===== src/rtl/bkpt_pkg.sv =====
package bkpt_pkg;
  parameter int ADDR_W  = 24;
  parameter int BYTE_W  = 8;
  parameter int NUM_CMP = 2;

  localparam int NBYTES   = ADDR_W / BYTE_W;
  localparam int CTRL_SEL = NUM_CMP * NBYTES;
  localparam int SEL_W    = $clog2(CTRL_SEL + 1);
  // control layout: step, page bits, enable bits
  localparam int STEP_BIT = 0;
  localparam int IGN_LSB  = 1;
  localparam int EN_LSB   = IGN_LSB + NUM_CMP;
  localparam int CTRL_W   = EN_LSB + NUM_CMP;
endpackage


===== src/rtl/bkpt_regs.sv =====
module bkpt_regs
  import bkpt_pkg::*;
(
  input  logic                              clk_i,
  input  logic                              rst_ni,
  input  logic                              wr_en_i,
  input  logic [SEL_W-1:0]                  wr_sel_i,
  input  logic [BYTE_W-1:0]                 wr_data_i,
  output logic [NUM_CMP-1:0][ADDR_W-1:0]    match_o,
  output logic [NUM_CMP-1:0]                en_o,
  output logic [NUM_CMP-1:0]                ign_o,
  output logic                              step_o
);
  logic [NUM_CMP-1:0][ADDR_W-1:0] match_q;
  logic [CTRL_W-1:0]              ctrl_q;

  for (genvar i = 0; i < NUM_CMP; i++) begin : g_cmp
    for (genvar b = 0; b < NBYTES; b++) begin : g_byte
      always_ff @(posedge clk_i or negedge rst_ni) begin
        if (!rst_ni)
          match_q[i][b*BYTE_W +: BYTE_W] <= '0;
        else if (wr_en_i && wr_sel_i == SEL_W'(i*NBYTES + b))
          match_q[i][b*BYTE_W +: BYTE_W] <= wr_data_i;
      end
    end
  end

  always_ff @(posedge clk_i or negedge rst_ni) begin
    if (!rst_ni)
      ctrl_q <= '0;
    else if (wr_en_i && wr_sel_i == SEL_W'(CTRL_SEL))
      ctrl_q <= wr_data_i[CTRL_W-1:0];
  end

  assign match_o = match_q;
  assign step_o  = ctrl_q[STEP_BIT];
  assign ign_o   = ctrl_q[IGN_LSB +: NUM_CMP];
  assign en_o    = ctrl_q[EN_LSB +: NUM_CMP];

  p_ctrl_wr_r10: assert property (@(posedge clk_i) disable iff (!rst_ni)
    (wr_en_i && wr_sel_i == SEL_W'(CTRL_SEL)) |=>
      ({en_o, ign_o, step_o} == $past(wr_data_i[CTRL_W-1:0])));

  p_match_hold_r9: assert property (@(posedge clk_i) disable iff (!rst_ni)
    !wr_en_i |=> $stable(match_o));
endmodule


===== src/rtl/bkpt_cmp.sv =====
module bkpt_cmp
  import bkpt_pkg::*;
(
  input  logic              clk_i,
  input  logic              rst_ni,
  input  logic [ADDR_W-1:0] addr_i,
  input  logic              vld_i,
  input  logic              en_i,
  input  logic              ign_i,
  input  logic [ADDR_W-1:0] match_i,
  output logic              hit_o
);
  logic [ADDR_W-1:0] mask;
  logic              eq;

  // page mode drops the low byte from the compare
  assign mask  = ign_i ? {{(ADDR_W-BYTE_W){1'b1}}, {BYTE_W{1'b0}}} : '1;
  assign eq    = ((addr_i ^ match_i) & mask) == '0;
  assign hit_o = vld_i & en_i & eq;

  p_gate_r4: assert property (@(posedge clk_i) disable iff (!rst_ni)
    hit_o |-> (en_i && vld_i));

  p_full_r2: assert property (@(posedge clk_i) disable iff (!rst_ni)
    (hit_o && !ign_i) |-> (addr_i == match_i));

  p_page_r3: assert property (@(posedge clk_i) disable iff (!rst_ni)
    hit_o |-> (addr_i[ADDR_W-1:BYTE_W] == match_i[ADDR_W-1:BYTE_W]));
endmodule


===== src/rtl/bkpt_flag.sv =====
module bkpt_flag (
  input  logic clk_i,
  input  logic rst_ni,
  input  logic set_i,
  input  logic clr_i,
  output logic brk_o
);
  logic brk_q;

  always_ff @(posedge clk_i or negedge rst_ni) begin
    if (!rst_ni)     brk_q <= 1'b0;
    else if (set_i)  brk_q <= 1'b1;   // set beats clear
    else if (clr_i)  brk_q <= 1'b0;
  end

  assign brk_o = brk_q;

  p_hold_r8: assert property (@(posedge clk_i) disable iff (!rst_ni)
    (brk_o && !clr_i) |=> brk_o);

  p_clear_r8: assert property (@(posedge clk_i) disable iff (!rst_ni)
    (clr_i && !set_i) |=> !brk_o);

  p_set_r8: assert property (@(posedge clk_i) disable iff (!rst_ni)
    set_i |=> brk_o);
endmodule


===== src/rtl/addr_bkpt.sv =====
module addr_bkpt
  import bkpt_pkg::*;
(
  input  logic              clk_i,
  input  logic              rst_ni,
  input  logic [ADDR_W-1:0] addr_i,
  input  logic              addr_vld_i,
  input  logic              insn_done_i,
  input  logic              wr_en_i,
  input  logic [SEL_W-1:0]  wr_sel_i,
  input  logic [BYTE_W-1:0] wr_data_i,
  input  logic              brk_clr_i,
  output logic              brk_o
);
  logic [NUM_CMP-1:0][ADDR_W-1:0] match;
  logic [NUM_CMP-1:0]             en, ign, hit;
  logic                           step_en, step_hit, set;

  bkpt_regs u_regs (
    .clk_i     (clk_i),
    .rst_ni    (rst_ni),
    .wr_en_i   (wr_en_i),
    .wr_sel_i  (wr_sel_i),
    .wr_data_i (wr_data_i),
    .match_o   (match),
    .en_o      (en),
    .ign_o     (ign),
    .step_o    (step_en)
  );

  for (genvar i = 0; i < NUM_CMP; i++) begin : g_cmp
    bkpt_cmp u_cmp (
      .clk_i   (clk_i),
      .rst_ni  (rst_ni),
      .addr_i  (addr_i),
      .vld_i   (addr_vld_i),
      .en_i    (en[i]),
      .ign_i   (ign[i]),
      .match_i (match[i]),
      .hit_o   (hit[i])
    );
  end

  assign step_hit = insn_done_i & step_en;
  assign set      = (|hit) | step_hit;

  bkpt_flag u_flag (
    .clk_i  (clk_i),
    .rst_ni (rst_ni),
    .set_i  (set),
    .clr_i  (brk_clr_i),
    .brk_o  (brk_o)
  );

  p_step_r6: assert property (@(posedge clk_i) disable iff (!rst_ni)
    (insn_done_i && step_en) |=> brk_o);

  p_strobe_r7: assert property (@(posedge clk_i) disable iff (!rst_ni)
    (!addr_vld_i && !insn_done_i && (!brk_o || brk_clr_i)) |=> !brk_o);
endmodule


===== config.mk =====
export PLATFORM = sky130hd
export DESIGN_NAME = addr_bkpt
export DESIGN_NICKNAME = d
export VERILOG_FILES = /design/src/rtl/bkpt_pkg.sv /design/src/rtl/bkpt_regs.sv /design/src/rtl/bkpt_cmp.sv /design/src/rtl/bkpt_flag.sv /design/src/rtl/addr_bkpt.sv
export SDC_FILE = /design/constraint.sdc
export NUM_CORES = 1
export LEC_CHECK = 0
export ABC_AREA = 0
export CAP_MARGIN = 20
export CORE_MARGIN = 4
export CORE_UTILIZATION = 59
export DETAILED_ROUTE_END_ITERATION = 12
export DONT_BUFFER_PORTS = 1
export GPL_ROUTABILITY_DRIVEN = 1
export PLACE_DENSITY = 0.77
export SLEW_MARGIN = 20
export SYNTH_ARGS = -nofsm -noshare
export SYNTH_HDL_FRONTEND = slang
export SYNTH_HIERARCHICAL = 1
export SYNTH_SLANG_ARGS = --single-unit

===== constraint.sdc =====
create_clock -name clk_i -period 2.7 [get_ports clk_i]
set_input_delay 0.135 -clock clk_i [delete_from_list [all_inputs] [get_ports clk_i]]
set_output_delay 0.135 -clock clk_i [all_outputs]
set_load 0.01 [all_outputs]

==> impl_metrics.toml <==
[synth]
syn_inst = 189
ys_seq_area_share_pct = 50.90
synth_seq_cells = 54
synth_top_family_by_area = "multiplexers"
synth_xor_area_share_pct = 15.83
synth-simple-area-share_pct = 8.671
yosys_warnings = 6
synth_compound_area_share_pct = 0.9896
yosys.area_share.adder_pct = 0
synth_mux_area_share_pct = 22.48
synth_nets = 230
synth_area_per_cell_um2 = 14.05
yosysUniqueCellTypes = 19
synth_area_um2 = 2655

[routing]
drc = 0
vias = 1522
drt_iter0_markers = 58
ant_nets = 0
drtPass1Iterations = 4
routed_wl_um = 5229
vias_per_cell = 5.945
wl_per_cell_um = 20.43

[worst_hold_path]
hp-class = "in2reg"

[sta]
skew_ns = 0.008941
grt_setup_unrepaired = "false"
drv_slew = 0
slew-limit-headroom_pct = 58.61
finalCriticalPeriod_ns = 1.537
finalCritPeriodShare_pct = 56.92
hold_viol = 0
max_freq_mhz = 650.7
fin_hold_ws_ns = 0.02712
finalSetupTns_ns = 0
finalSetupViolCount = 0
tightest_slew_ns = 0.6182

[power_and_ir_drop]
p_leak_nw = 1.237
power_density_nw_per_um2 = 680.4
vdd_drop_max_mv = 0.4027

[grt]
grt_max_degree = 55
grt_pass1_vias = 1749
antenna_found_initial = 0
grt-ovfl-total = 0
grt_pass1_wl_um = 8369
grt_util_all_layers_pct = 20.38

[floorplan]
die_h_um = 75.08
ios = 42
die-area_um2 = 5637
die_x_um = 75.08
fp-row-count = 24
start_util_pct = 60.98
coreArea_um2 = 4354

[layout]
drive_above_1_share_pct = 34.80
layout_commonest_cell = "dfrtp_1"
n_fill_cell = 322
nets = 244
seqCellArea_um2 = 1351
syn2layout_area_growth_pct = 9.708
diodes = 0
layout_common_cells = "dfrtp_1, mux2_2, xor2_1"
multiInputGateArea_um2 = 1274

[placed_design]
io_buffers = 0
gp_congestion = 0.8161
dp_hpwl_um = 3866

[cts]
cts_sinks = 54
clk_pin_slew_worst_paths_ns = 0.09
numCtsBuffers = 5
ctsResizeCount = 0
cts_max_level = 2
clock_path_buffers = 2
cts_tree = "built"
clk_latency_ns = 0.30
root_buffer = "clkbuf_8"

[run_status]
status = "complete, no violations"

[job]
max-cap-violations = 0

[worst_setup_path]
crit_path_max_fanout = 2
arrival_ns = 1.79
critPathCaptureType = "register"
critical_path_required_ns = 2.95
critical_path_class = "reg2reg"
crit_path_start_kind = "register"
[final timing paths]
check	cells past startpoint	slack, ns	start	to
max in group asynchronous	2	2.13	rst_ni	u_regs/match_o[12]
min in group asynchronous	2	0.34	rst_ni	u_regs/match_o[23]
worst min register to register	1	0.52	u_regs/ctrl_q[4]	u_regs/ctrl_q[4]
worst max register to register	6	1.16	u_regs/match_o[18]	u_flag/brk_o
worst max-delay path	6	1.16	u_regs/match_o[18]	u_flag/brk_o
worst min-delay path	2	0.03	insn_done_i	u_flag/brk_o
[cell type report]
type	count	area share, %
Clock inverter	1	0.1718
Tap cell	52	2.234
Sequential cell	54	46.39
Inverter	1	0.1289
Timing Repair Buffer	11	4.381
Multi-Input combinational cell	130	43.73
Clock buffer	7	2.964
[cells by family after synthesis]
logic type                after synthesis
DFF                                    54
muxes                                  53
xor gates and xnor gates               48
and+or+nand+nor                        25
buffers and inverters                   5
AOI/OAI and AO/OA                       4
[per-stage QoR]
step                      util [%]  setup WS (ns)  cells  cell area, µm²  total power [mW]
final                        66.90          1.163    256            2913             1.982
after global routing         66.90          1.022    256            2913             2.096
after CTS                    66.90          1.138    256            2913             2.002
after detailed placement     61.87          1.149    237            2694             1.509
after global placement       61.87          1.199    237            2694             1.478
after floorplan                  -          1.313    189            2655             1.421
[critical path, stage by stage (launching register included)]
cell and delay [ns]:
dfrtp_1 0.40, xor2_1 0.18, nor4_2 0.26, nand4_1 0.17, nor4_2 0.28, a211o_1 0.13, a21o_1 0.07
[layer usage]
| layer | track usage, % | wire length (µm) |
|---|---|---|
| met1 | 24.89 | 2155 |
| met2 | 34.33 | 2680 |
| met3 | 5.874 | 299 |
| met4 | 7.510 | 94 |
| met5 | 0 | 0 |
[registers in the layout, summed over array words and instances (netlist names)]
| signal | cells |
|---|---|
| u_regs/ctrl_q | 5 |
| u_regs/match_o | 48 |
| u_flag/brk_o | 1 |
[synth_stat cells (all sizes together)]
| master | count | area (µm²) |
|---|---|---|
| nand4 | 2 | 12.51 |
| buf | 4 | 26.27 |
| xnor2 | 8 | 70.07 |
| nor4 | 12 | 100.1 |
| xor2 | 40 | 350.3 |
| a211o | 1 | 8.760 |
| mux2 | 53 | 596.8 |
| a21o | 1 | 7.510 |
| nand2 | 2 | 7.510 |
| and4bb | 3 | 37.54 |
| inv | 1 | 3.750 |
| a21oi | 2 | 10.01 |
| nor4b | 1 | 23.77 |
| dfrtp | 54 | 1351 |
| nand4b | 3 | 38.79 |
| nand3 | 2 | 10.01 |
[power by group]
group	internal, mW	switching (mW)
Combinational	0.253	0.166
Sequential	0.987	0.123
Clock	0.207	0.245
Total	1.45	0.535
[timing repair]
item / 4_1_cts / 5_1_grt
buffers inserted: 0 / 0
hold buffers: 11 / 0
hold endpoints to repair: 108 / 0
Power figures use the tool's default switching activity.
